--- src/rtl/divq_pkg.sv ---
package divq_pkg;

    typedef enum logic [1:0] {
        SZ_WORD = 2'd0,
        SZ_LONG = 2'd1,
        SZ_WIDE = 2'd2,
        SZ_WIDX = 2'd3
    } div_size_e;

    typedef enum logic [0:0] {
        ST_IDLE = 1'b0,
        ST_BUSY = 1'b1
    } ctl_state_e;

endpackage

--- src/rtl/div_operand_prep.sv ---
module div_operand_prep
    import divq_pkg::*;
#(
    parameter int XLEN = 32
) (
    input  div_size_e             size,
    input  logic                  sgn,
    input  logic [XLEN-1:0]       hi,
    input  logic [XLEN-1:0]       lo,
    input  logic [XLEN-1:0]       dvs,
    output logic [2*XLEN-1:0]     dvd_mag,
    output logic [XLEN-1:0]       dvs_mag,
    output logic                  neg_quo,
    output logic                  neg_rem,
    output logic                  dvs_zero
);
    localparam int HW = XLEN / 2;
    localparam int DW = 2 * XLEN;

    logic [DW-1:0]   dvd_ext;
    logic [XLEN-1:0] dvs_ext;
    logic            dvd_neg;
    logic            dvs_neg;

    always_comb begin
        unique case (size)
            SZ_WORD: begin
                dvd_ext = {{XLEN{sgn & lo[XLEN-1]}}, lo};
                dvs_ext = {{(XLEN-HW){sgn & dvs[HW-1]}}, dvs[HW-1:0]};
            end
            SZ_LONG: begin
                dvd_ext = {{XLEN{sgn & lo[XLEN-1]}}, lo};
                dvs_ext = dvs;
            end
            default: begin
                dvd_ext = {hi, lo};
                dvs_ext = dvs;
            end
        endcase
        dvd_neg  = sgn & dvd_ext[DW-1];
        dvs_neg  = sgn & dvs_ext[XLEN-1];
        dvd_mag  = dvd_neg ? (~dvd_ext + 1'b1) : dvd_ext;
        dvs_mag  = dvs_neg ? (~dvs_ext + 1'b1) : dvs_ext;
        neg_quo  = dvd_neg ^ dvs_neg;
        neg_rem  = dvd_neg;
        dvs_zero = (dvs_ext == '0);
    end

endmodule

--- src/rtl/div_shift_core.sv ---
module div_shift_core #(
    parameter int XLEN = 32
) (
    input  logic                  clk,
    input  logic                  rst_n,
    input  logic                  load,
    input  logic [2*XLEN-1:0]     dvd_mag,
    input  logic [XLEN-1:0]       dvs_mag,
    output logic [2*XLEN-1:0]     quo_mag,
    output logic [XLEN-1:0]       rem_mag,
    output logic                  fin
);
    localparam int DW = 2 * XLEN;
    localparam int CW = $clog2(DW);
    localparam logic [CW-1:0] LAST = CW'(DW - 1);

    typedef struct packed {
        logic            active;
        logic            fin;
        logic [CW-1:0]   cnt;
        logic [XLEN-1:0] rem;
        logic [DW-1:0]   quo;
        logic [XLEN-1:0] dvs;
    } core_t;

    core_t core_d, core_q;

    logic [XLEN:0]   shifted;
    logic [XLEN+1:0] trial;

    always_comb begin
        core_d     = core_q;
        core_d.fin = 1'b0;
        shifted    = {core_q.rem, core_q.quo[DW-1]};
        trial      = {1'b0, shifted} - {2'b00, core_q.dvs};
        if (load) begin
            core_d.active = 1'b1;
            core_d.cnt    = '0;
            core_d.rem    = '0;
            core_d.quo    = dvd_mag;
            core_d.dvs    = dvs_mag;
        end else if (core_q.active) begin
            if (!trial[XLEN+1]) begin
                core_d.rem = trial[XLEN-1:0];
                core_d.quo = {core_q.quo[DW-2:0], 1'b1};
            end else begin
                core_d.rem = shifted[XLEN-1:0];
                core_d.quo = {core_q.quo[DW-2:0], 1'b0};
            end
            core_d.cnt = core_q.cnt + 1'b1;
            if (core_q.cnt == LAST) begin
                core_d.active = 1'b0;
                core_d.fin    = 1'b1;
            end
        end
    end

    always_ff @(posedge clk or negedge rst_n) begin
        if (!rst_n) core_q <= '0;
        else        core_q <= core_d;
    end

    assign quo_mag = core_q.quo;
    assign rem_mag = core_q.rem;
    assign fin     = core_q.fin;


    rem_bound_chk: assert property (@(posedge clk) disable iff (!rst_n)
        core_q.active |-> (core_q.rem < core_q.dvs));

endmodule

--- src/rtl/div_result_pack.sv ---
module div_result_pack
    import divq_pkg::*;
#(
    parameter int XLEN = 32,
    parameter int IW   = 3
) (
    input  div_size_e             size,
    input  logic                  sgn,
    input  logic                  compact,
    input  logic [IW-1:0]         qidx,
    input  logic [IW-1:0]         ridx,
    input  logic                  n_keep,
    input  logic                  neg_quo,
    input  logic                  neg_rem,
    input  logic [2*XLEN-1:0]     quo_mag,
    input  logic [XLEN-1:0]       rem_mag,
    output logic                  ovf,
    output logic                  wr0_en,
    output logic [IW-1:0]         wr0_idx,
    output logic [XLEN-1:0]       wr0_data,
    output logic                  wr1_en,
    output logic [IW-1:0]         wr1_idx,
    output logic [XLEN-1:0]       wr1_data,
    output logic                  fn,
    output logic                  fz,
    output logic                  fv,
    output logic                  fc
);
    localparam int HW = XLEN / 2;
    localparam int DW = 2 * XLEN;

    logic [DW-1:0]   quo_s;
    logic [XLEN-1:0] rem_s;
    logic [DW-HW:0]  w_top;
    logic [XLEN:0]   l_top;
    logic            same_idx;

    always_comb begin
        quo_s    = neg_quo ? (~quo_mag + 1'b1) : quo_mag;
        rem_s    = neg_rem ? (~rem_mag + 1'b1) : rem_mag;
        w_top    = quo_s[DW-1:HW-1];
        l_top    = quo_s[DW-1:XLEN-1];
        same_idx = (qidx == ridx);

        if (size == SZ_WORD) begin
            ovf = sgn ? !((&w_top) | ~(|w_top)) : (|quo_s[DW-1:HW]);
        end else begin
            ovf = sgn ? !((&l_top) | ~(|l_top)) : (|quo_s[DW-1:XLEN]);
        end

        wr0_en   = 1'b0;
        wr1_en   = 1'b0;
        wr0_idx  = ridx;
        wr1_idx  = qidx;
        wr0_data = rem_s;
        wr1_data = quo_s[XLEN-1:0];
        fc       = 1'b0;

        if (size == SZ_WORD) begin
            wr1_data = {rem_s[HW-1:0], quo_s[HW-1:0]};
            fn       = quo_s[HW-1];
            fz       = (quo_s[HW-1:0] == '0);
        end else begin
            fn       = quo_s[XLEN-1];
            fz       = (quo_s[XLEN-1:0] == '0);
        end
        fv = 1'b0;

        if (ovf) begin
            fv = 1'b1;
            fz = 1'b0;
            fn = n_keep;
        end else begin
            unique case (size)
                SZ_WORD: wr1_en = 1'b1;
                SZ_LONG: begin
                    if (compact) begin
                        wr1_en = same_idx;
                        wr0_en = !same_idx;
                    end else begin
                        wr1_en = 1'b1;
                        wr0_en = !same_idx;
                    end
                end
                default: begin
                    wr1_en = 1'b1;
                    wr0_en = !same_idx;
                end
            endcase
        end
    end

endmodule

--- src/rtl/div_flag_unit.sv ---
module div_flag_unit
    import divq_pkg::*;
#(
    parameter int XLEN = 32,
    parameter int IW   = 3
) (
    input  logic              clk,
    input  logic              rst_n,
    input  logic              start_i,
    input  logic [1:0]        size_i,
    input  logic              signed_i,
    input  logic              compact_i,
    input  logic [XLEN-1:0]   lo_i,
    input  logic [XLEN-1:0]   hi_i,
    input  logic [XLEN-1:0]   dvs_i,
    input  logic [IW-1:0]     qidx_i,
    input  logic [IW-1:0]     ridx_i,
    input  logic              n_i,
    output logic              busy_o,
    output logic              done_o,
    output logic              dz_o,
    output logic              wr0_en_o,
    output logic [IW-1:0]     wr0_idx_o,
    output logic [XLEN-1:0]   wr0_data_o,
    output logic              wr1_en_o,
    output logic [IW-1:0]     wr1_idx_o,
    output logic [XLEN-1:0]   wr1_data_o,
    output logic              flag_we_o,
    output logic              flag_n_o,
    output logic              flag_z_o,
    output logic              flag_v_o,
    output logic              flag_c_o
);
    localparam int DW = 2 * XLEN;

    typedef struct packed {
        ctl_state_e      st;
        div_size_e       sz;
        logic            sg;
        logic            cp;
        logic [IW-1:0]   qi;
        logic [IW-1:0]   ri;
        logic            nk;
        logic            nq;
        logic            nr;
        logic            done;
        logic            dz;
        logic            wr0_en;
        logic [IW-1:0]   wr0_idx;
        logic [XLEN-1:0] wr0_data;
        logic            wr1_en;
        logic [IW-1:0]   wr1_idx;
        logic [XLEN-1:0] wr1_data;
        logic            fwe;
        logic            fn;
        logic            fz;
        logic            fv;
        logic            fc;
    } top_t;

    top_t top_d, top_q;

    div_size_e       size_in;
    logic [DW-1:0]   dvd_mag;
    logic [XLEN-1:0] dvs_mag;
    logic            neg_quo;
    logic            neg_rem;
    logic            dvs_zero;
    logic            core_load;
    logic [DW-1:0]   quo_mag;
    logic [XLEN-1:0] rem_mag;
    logic            core_fin;

    logic            pk_ovf;
    logic            pk_wr0_en;
    logic [IW-1:0]   pk_wr0_idx;
    logic [XLEN-1:0] pk_wr0_data;
    logic            pk_wr1_en;
    logic [IW-1:0]   pk_wr1_idx;
    logic [XLEN-1:0] pk_wr1_data;
    logic            pk_fn;
    logic            pk_fz;
    logic            pk_fv;
    logic            pk_fc;

    assign size_in = div_size_e'(size_i);

    div_operand_prep #(.XLEN(XLEN)) u_prep (
        .size     (size_in),
        .sgn      (signed_i),
        .hi       (hi_i),
        .lo       (lo_i),
        .dvs      (dvs_i),
        .dvd_mag  (dvd_mag),
        .dvs_mag  (dvs_mag),
        .neg_quo  (neg_quo),
        .neg_rem  (neg_rem),
        .dvs_zero (dvs_zero)
    );

    div_shift_core #(.XLEN(XLEN)) u_core (
        .clk     (clk),
        .rst_n   (rst_n),
        .load    (core_load),
        .dvd_mag (dvd_mag),
        .dvs_mag (dvs_mag),
        .quo_mag (quo_mag),
        .rem_mag (rem_mag),
        .fin     (core_fin)
    );

    div_result_pack #(.XLEN(XLEN), .IW(IW)) u_pack (
        .size     (top_q.sz),
        .sgn      (top_q.sg),
        .compact  (top_q.cp),
        .qidx     (top_q.qi),
        .ridx     (top_q.ri),
        .n_keep   (top_q.nk),
        .neg_quo  (top_q.nq),
        .neg_rem  (top_q.nr),
        .quo_mag  (quo_mag),
        .rem_mag  (rem_mag),
        .ovf      (pk_ovf),
        .wr0_en   (pk_wr0_en),
        .wr0_idx  (pk_wr0_idx),
        .wr0_data (pk_wr0_data),
        .wr1_en   (pk_wr1_en),
        .wr1_idx  (pk_wr1_idx),
        .wr1_data (pk_wr1_data),
        .fn       (pk_fn),
        .fz       (pk_fz),
        .fv       (pk_fv),
        .fc       (pk_fc)
    );

    always_comb begin
        top_d        = top_q;
        top_d.done   = 1'b0;
        top_d.dz     = 1'b0;
        top_d.wr0_en = 1'b0;
        top_d.wr1_en = 1'b0;
        top_d.fwe    = 1'b0;
        core_load    = 1'b0;
        unique case (top_q.st)
            ST_IDLE: begin
                if (start_i) begin
                    if (dvs_zero) begin
                        top_d.dz = 1'b1;
                    end else begin
                        core_load = 1'b1;
                        top_d.st  = ST_BUSY;
                        top_d.sz  = size_in;
                        top_d.sg  = signed_i;
                        top_d.cp  = compact_i;
                        top_d.qi  = qidx_i;
                        top_d.ri  = ridx_i;
                        top_d.nk  = n_i;
                        top_d.nq  = neg_quo;
                        top_d.nr  = neg_rem;
                    end
                end
            end
            default: begin
                if (core_fin) begin
                    top_d.st       = ST_IDLE;
                    top_d.done     = 1'b1;
                    top_d.fwe      = 1'b1;
                    top_d.wr0_en   = pk_wr0_en;
                    top_d.wr0_idx  = pk_wr0_idx;
                    top_d.wr0_data = pk_wr0_data;
                    top_d.wr1_en   = pk_wr1_en;
                    top_d.wr1_idx  = pk_wr1_idx;
                    top_d.wr1_data = pk_wr1_data;
                    top_d.fn       = pk_fn;
                    top_d.fz       = pk_fz;
                    top_d.fv       = pk_fv;
                    top_d.fc       = pk_fc;
                end
            end
        endcase
    end

    always_ff @(posedge clk or negedge rst_n) begin
        if (!rst_n) top_q <= '0;
        else        top_q <= top_d;
    end

    assign busy_o     = (top_q.st == ST_BUSY);
    assign done_o     = top_q.done;
    assign dz_o       = top_q.dz;
    assign wr0_en_o   = top_q.wr0_en;
    assign wr0_idx_o  = top_q.wr0_idx;
    assign wr0_data_o = top_q.wr0_data;
    assign wr1_en_o   = top_q.wr1_en;
    assign wr1_idx_o  = top_q.wr1_idx;
    assign wr1_data_o = top_q.wr1_data;
    assign flag_we_o  = top_q.fwe;
    assign flag_n_o   = top_q.fn;
    assign flag_z_o   = top_q.fz;
    assign flag_v_o   = top_q.fv;
    assign flag_c_o   = top_q.fc;


    dz_quiet_chk: assert property (@(posedge clk) disable iff (!rst_n)
        dz_o |-> (!done_o && !flag_we_o && !wr0_en_o && !wr1_en_o));


    ovf_nowrite_chk: assert property (@(posedge clk) disable iff (!rst_n)
        (flag_we_o && flag_v_o) |-> (!wr0_en_o && !wr1_en_o && !flag_z_o));


    carry_clear_chk: assert property (@(posedge clk) disable iff (!rst_n)
        flag_we_o |-> !flag_c_o);


    done_pulse_chk: assert property (@(posedge clk) disable iff (!rst_n)
        done_o |=> !done_o);


    busy_done_chk: assert property (@(posedge clk) disable iff (!rst_n)
        done_o |-> (!busy_o && $past(busy_o)));


    collide_chk: assert property (@(posedge clk) disable iff (!rst_n)
        (wr0_en_o && wr1_en_o) |-> (wr0_idx_o != wr1_idx_o));

endmodule

--- config.mk ---
export PLATFORM = sky130hd
export DESIGN_NAME = div_flag_unit
export DESIGN_NICKNAME = d
export VERILOG_FILES = /design/src/rtl/divq_pkg.sv /design/src/rtl/div_operand_prep.sv /design/src/rtl/div_shift_core.sv /design/src/rtl/div_result_pack.sv /design/src/rtl/div_flag_unit.sv
export SDC_FILE = /design/constraint.sdc
export NUM_CORES = 1
export LEC_CHECK = 0
export BUFFER_PORTS_ARGS = -buffer_cell sky130_fd_sc_hd__buf_2
export CAP_MARGIN = 30
export CORE_ASPECT_RATIO = 0.7
export CORE_MARGIN = 5
export CORE_UTILIZATION = 50
export DETAILED_ROUTE_END_ITERATION = 10
export PLACE_DENSITY = 0.7
export SETUP_SLACK_MARGIN = 0.2
export SLEW_MARGIN = 20
export SYNTH_ARGS = -nofsm -noshare
export SYNTH_HDL_FRONTEND = slang
export SYNTH_SLANG_ARGS = --single-unit
--- constraint.sdc ---
create_clock -name clk -period 4.65 [get_ports clk]
set_input_delay 0.465 -clock clk [delete_from_list [all_inputs] [get_ports clk]]
set_output_delay 0.465 -clock clk [all_outputs]
set_load 0.01 [all_outputs]
==> results.cfg, run 1 <==
[status]
outcome = finished with violations
violations = negative hold slack

[yosys]
ys_ff_latch = 227
synthTopCellsByArea = dfrtp_1 32%, nand2_1 7.9%, o21ai_0 6.9%
synth_flop_cell = dfrtp_1
synthDominantCellAreaShare_pct = 32.4
netlist_area_sq_um = 17500
ys_seq_area_share_pct = 32.4
syn_area_per_cell_sq_um = 7.90
synthArstFlopShare_pct = 100
yosysTopAreaCell = dfrtp_1
synthCells = 2219
ys.warnings.count = 0
synth_commonest_cells = 368 x nand2_1, 241 x o21ai_0, 227 x dfrtp_1, 124 x clkbuf_1, 116 x nor2_1
ys_types = 87
synth_edf_count = 0
syn_nets = 2368
synth.most_common_cell = nand2_1

[sta]
timing.slew.headroom_pct = 43.8
setup_violations = 0
tns_ns = 0
worstMarginPinSlew_ns = 0.843
fmax_ghz = 0.248
skew_ns = 0.0302
fin_crit_sh_pct = 86.6
report.final.slew_viol_count = 0
hold_ws_ns = -0.0271
hold_viol_final = 58
rsz0062_at_grt = no
finalCriticalPeriod_ns = 4.03
fin_ws_ns = 0.623

[critical_path]
cpMaxStageDelayCell = or4_4
slowest_delay_ns = 0.59
critPathArrivalTime_ns = 4.46
worst-setup-path-type = register to register
crit_path_start_kind = register
cp.required_ns = 5.09
cp-end-kind = register
worst_path_most_repeated_cell = or4_4
cp_max_fo = 7
worstPathCellList = or4_4 -> or4_4 -> or4_1 -> o31ai_1 -> xnor2_1 -> or4b_1 -> nor4_1 -> and4b_1 -> or2_1 -> o21ai_1

[clock_tree]
ctsResizeCount = 0
hold_buffers = 0
clockBufferDepth = 3
clk_latency_ns = 0.57
clock_sinks = 227
htree_levels = 1
cts_buffers = 25
cts_setup_buffers = 0
cts_tree = done
root_buffer = clkbuf_16
clkTransAtPathRegs_ns = 0.07

[drt]
first_pass_iters = 5
ant_nets = 0
drtIter0Drc = 1770
routedWlPerCell_um = 20.3
post_drt_via_cell_ratio = 6.09
totalWireLength_mm = 55.8
vias = 16744
drc = 0

[pwr]
leakagePower_nw = 8.54
p_total_mw = 12.0
powerDensity_nw_per_um2 = 624
peakVddDrop_mv = 0.313

[final_layout]
area_delta_synth_final_pct = 10.1
layout.cells.non_filler = 2748
post-route-util_pct = 55.7
fin_nets = 2405
final_cell_area_sq_um = 19300
layout-drive-gt1-share_pct = 14.0

[die]
fp-row-count = 57
die_x_um = 234
core_sq_um = 34700
dieArea_sq_um = 39000
die_h_um = 167
start_util_pct = 50.6
io_pins = 190

[placed_design]
dp_hpwl_mm = 42.4
dp_cells = 2697
portBuffers = 188
post-place-ws_ns = 0.600
place.gp.congestion = 1.04
placed_area_sq_um = 18300

[global_route]
grt_pass1_vias = 15073
grt_max_degree = 117
antenna_found_initial = 1
grt_pass1_wl_mm = 86.9
grt_overflow_total = 0
grtUsageTotal_pct = 27.6

[hold_path]
hp-class = input pin to asynchronous set/reset pin

[flow_run]
drv_cap = 0
[kinds of logic (layout without fill, tap and decap cells)]
kind of cell	after synthesis	in the layout	synth area share (%)
compound gates	578	578	20.1
buf+inv	283	339	7.73
xor+xnor	192	192	9.59
fa+ha+maj	39	39	2.83
mux	79	79	4.57
flops	227	227	32.4
simple gates	820	820	22.8
other cells	1	2	0.0214
[area by class of cell]
cell class | instances | area, sq um
Fill cell | 3246 | 15400
Multi-Input combinational cell | 1709 | 10500
Sequential cell | 227 | 5690
Timing Repair Buffer | 234 | 1360
Clock buffer | 33 | 716
Tap cell | 472 | 591
Inverter | 59 | 221
Clock inverter | 13 | 210
Antenna cell | 1 | 2.50
[layer usage]
layer	vias to the layer above	part of all wire, %	GRT usage [%]
met5	-	0.036	0
met4	2	2.2	6.07
met3	72	9.8	6.02
met2	816	39	36.1
met1	7939	49	45.5
li1	7915	-	-
[power by group]
group | internal (mW) | switching (mW)
Combinational | 2.46 | 3.64
Sequential | 2.60 | 1.12
Clock | 1.36 | 0.866
[final timing paths]
kind / from / endpoint / slack, ns / depth (start not counted)
worst max-delay path: u_core.quo_mag[49]$_DFFE_PN0P_ / flag_v_o$_DFFE_PN0P_ / 0.62 / 10
worst min-delay path: rst_n / wr0_data_o[25]$_DFFE_PN0P_ / -0.03 / 1
worst max register to register: u_core.quo_mag[49]$_DFFE_PN0P_ / flag_v_o$_DFFE_PN0P_ / 0.62 / 10
worst min register to register: wr1_idx_o[2]$_DFFE_PN0P_ / wr1_idx_o[2]$_DFFE_PN0P_ / 0.47 / 2
max in group asynchronous: rst_n / u_core.quo_mag[24]$_DFFE_PN0P_ / 3.63 / 2
min in group clk: ridx_i[2] / top_q[84]$_DFFE_PN0P_ / 0.09 / 3
[sequential cells by signal (all words and copies together) (netlist names), 3 cells and up]
signal / cells
wr0_data_o: 32
wr1_data_o: 32
top_q: 13
u_core.rem_mag: 32
u_core.core_q: 39
wr1_idx_o: 3
u_core.quo_mag: 64
wr0_idx_o: 3
[cells in the final DEF (no fill, tap or decap), drive strengths merged, types with 38 or more instances in the layout]
cell type,instances
a21oi,103
a31oi,48
buf,234
dfrtp,227
ha,38
inv,59
mux2i,71
nand2,368
nand3,52
nor2,116
nor3,55
o21ai,246
o31ai,47
xnor2,84
xor2,108
[critical path, delay by kind of cell (launching register included)]
kind | cells | cell delay [ns]
and+or+nand+nor | 7 | 2.90
DFF | 1 | 0.46
AOI/OAI and AO/OA | 2 | 0.35
xor gates and xnor gates | 1 | 0.20
Note: power is estimated with default switching activity, not from simulation.
==> run 2: changes to the inputs <==
--- a/config.mk
+++ b/config.mk
@@ -10,8 +10,10 @@
 export CORE_ASPECT_RATIO = 0.7
 export CORE_MARGIN = 5
 export CORE_UTILIZATION = 50
+export CTS_BUF_LIST = sky130_fd_sc_hd__clkbuf_8 sky130_fd_sc_hd__clkbuf_16
 export DETAILED_ROUTE_END_ITERATION = 10
 export PLACE_DENSITY = 0.7
+export RECOVER_POWER = 50
 export SETUP_SLACK_MARGIN = 0.2
 export SLEW_MARGIN = 20
 export SYNTH_ARGS = -nofsm -noshare
==> run 2 against run 1 <==
  * The run ends with max-capacitance violations, max-slew violations left
  * Design area is 0.28% lower
  * Fmax is 1.1% lower
  * Clock power hardly changed
  * First-iteration DRC count is 0.28% higher
  * Critical path type unchanged
==> results.cfg, run 2 (synthesized netlist as in run 1, its figures left out) <==
[hold_path]
hold_path_depth = 3
hp-class = input pin to register
whs_endpoint = top_q[84]$_DFFE_PN0P_
hold_start = ridx_i[2]

[critical_path]
cp_max_fo = 7
r2r_start = u_core.quo_mag[49]$_DFFE_PN0P_
reg2reg_to = flag_v_o$_DFFE_PN0P_
reg2regPathDepth = 10
r2r_slack_ns = 0.58
cp.required_ns = 5.02
slowest_delay_ns = 0.58
cpMaxStageDelayCell = or4_4
cpLargestDelayFamily = simple AND/OR/NAND/NOR gates
worst-setup-path-type = register to register
worstPathCellList = or4_4 -> or4_4 -> or4_1 -> o31ai_1 -> xnor2_1 -> or4b_1 -> nor4_1 -> and4b_1 -> or2_1 -> o21ai_1
cp-end-kind = register
worst_path_most_repeated_cell = or4_4
critPathArrivalTime_ns = 4.45
crit_buf_inv = 0
crit_path_start_kind = register

[sta]
fin_ws_ns = 0.577
tns_ns = 0
timing.slew.headroom_pct = -84.6
skew_ns = 0.0302
report.final.slew_viol_count = 162
setup_violations = 0
finalCriticalPeriod_ns = 4.07
rsz0062_at_grt = no
hold_ws_ns = 0.0962
hold_viol_final = 0
fin_crit_sh_pct = 87.6
fmax_ghz = 0.246
worstMarginPinSlew_ns = 2.77

[die]
die_h_um = 167
start_util_pct = 50.6
die_x_um = 234
dieArea_sq_um = 39000
io_pins = 190
fp-row-count = 57
core_sq_um = 34700

[clock_tree]
htree_levels = 1
hold_buffers = 0
clockBufferDepth = 3
cts_tree = done
clkTransAtPathRegs_ns = 0.07
root_buffer = clkbuf_16
cts_buffers = 25
clk_latency_ns = 0.57
cts_setup_buffers = 0
clock_sinks = 227
ctsResizeCount = 0

[global_route]
grt_max_degree = 117
grt_overflow_total = 0
grt_pass1_vias = 15073
grt_pass1_wl_mm = 86.9
antenna_found_initial = 1
grtUsageTotal_pct = 27.6

[drt]
first_pass_iters = 6
totalWireLength_mm = 55.9
vias = 16772
ant_nets = 0
post_drt_via_cell_ratio = 6.10
drtIter0Drc = 1775
routedWlPerCell_um = 20.3
drc = 0

[final_layout]
largest_reg_flops = 64
layout-drive-gt1-share_pct = 12.7
mostFrequentLayoutCell = nand2_1
mostFrequentLayoutCells = 367 x nand2_1, 241 x o21ai_0, 225 x dfrtp_1
fin_nets = 2405
area_delta_synth_final_pct = 9.82
post-route-util_pct = 55.6

[placed_design]
portBuffers = 188
post-place-ws_ns = 0.600
dp_hpwl_mm = 42.4
place.gp.congestion = 1.04

[pwr]
powerDensity_nw_per_um2 = 626
peakVddDrop_mv = 0.313
p_total_mw = 12.0
leakagePower_nw = 8.42

[status]
outcome = finished with violations
violations = max-capacitance violations, max-slew violations

[flow_run]
drv_cap = 2
==> run 2: cell count changes in the layout (fill, tap and decap cells not counted), sizes merged <==
cell	previous run	this run
clkbuf	33	64
buf	234	201
inv	59	61
==> run 2: worst max path at each step <==
| stage | startpoint | end | slack (ns) | cells after the start |
|---|---|---|---|---|
| 4_1_cts | u_core.quo_mag[49]$_DFFE_PN0P_ | flag_v_o$_DFFE_PN0P_ | 0.70 | 10 |
| 3_3_place_gp | dvs_i[6] | u_core.quo_mag[63]$_DFFE_PN0P_ | 0.69 | 11 |
| 3_5_place_dp | dvs_i[6] | u_core.quo_mag[63]$_DFFE_PN0P_ | 0.60 | 11 |
| 6_report | u_core.quo_mag[49]$_DFFE_PN0P_ | flag_v_o$_DFFE_PN0P_ | 0.58 | 10 |
| 2_1_floorplan | u_core.quo_mag[48]$_DFFE_PN0P_ | flag_n_o$_DFFE_PN0P_ | 1.04 | 11 |
| 5_1_grt | u_core.quo_mag[48]$_DFFE_PN0P_ | flag_v_o$_DFFE_PN0P_ | 0.43 | 10 |
==> run 2: metrics by stage <==
stage | instances | cell area, sq um
floorplan | 2219 | 17500
global placement | 2697 | 18300
detailed placement | 2697 | 18300
CTS | 2743 | 19200
global route | 2747 | 19300
finish | 2748 | 19300
==> run 2: area by class of cell <==
cell class                 count  area (sq um)
fill                        3266         15400
multi-input combinational   1709         10500
sequential                   227          5690
timing repair buffer         234          1310
clock buffer                  31           708
tap                          472           591
inverter                      59           221
clock inverter                15           218
antenna                        1          2.50
==> run 2: power breakdown <==
| part | switching [mW] | leakage, nW | internal [mW] |
|---|---|---|---|
| Combinational | 3.64 | 5.11 | 2.46 |
| Clock | 0.862 | 0.462 | 1.36 |
| Sequential | 1.13 | 2.85 | 2.60 |
==> run 2: per-layer routing <==
metal,track usage (%),share of wire [%],vias to the layer above
met2,36.1,39,776
li1,-,-,7920
met3,6.02,9.8,78
met4,6.07,2.3,2
met5,0,0.036,-
met1,45.5,49,7996
==> run 2: worst reg2reg max path, cell delays in order (launching register included) <==
cell,delay [ns]
dfrtp_1,0.46
or4_4,0.59
or4_4,0.55
or4_1,0.50
o31ai_1,0.28
xnor2_1,0.21
or4b_1,0.46
nor4_1,0.33
and4b_1,0.31
or2_1,0.16
o21ai_1,0.06
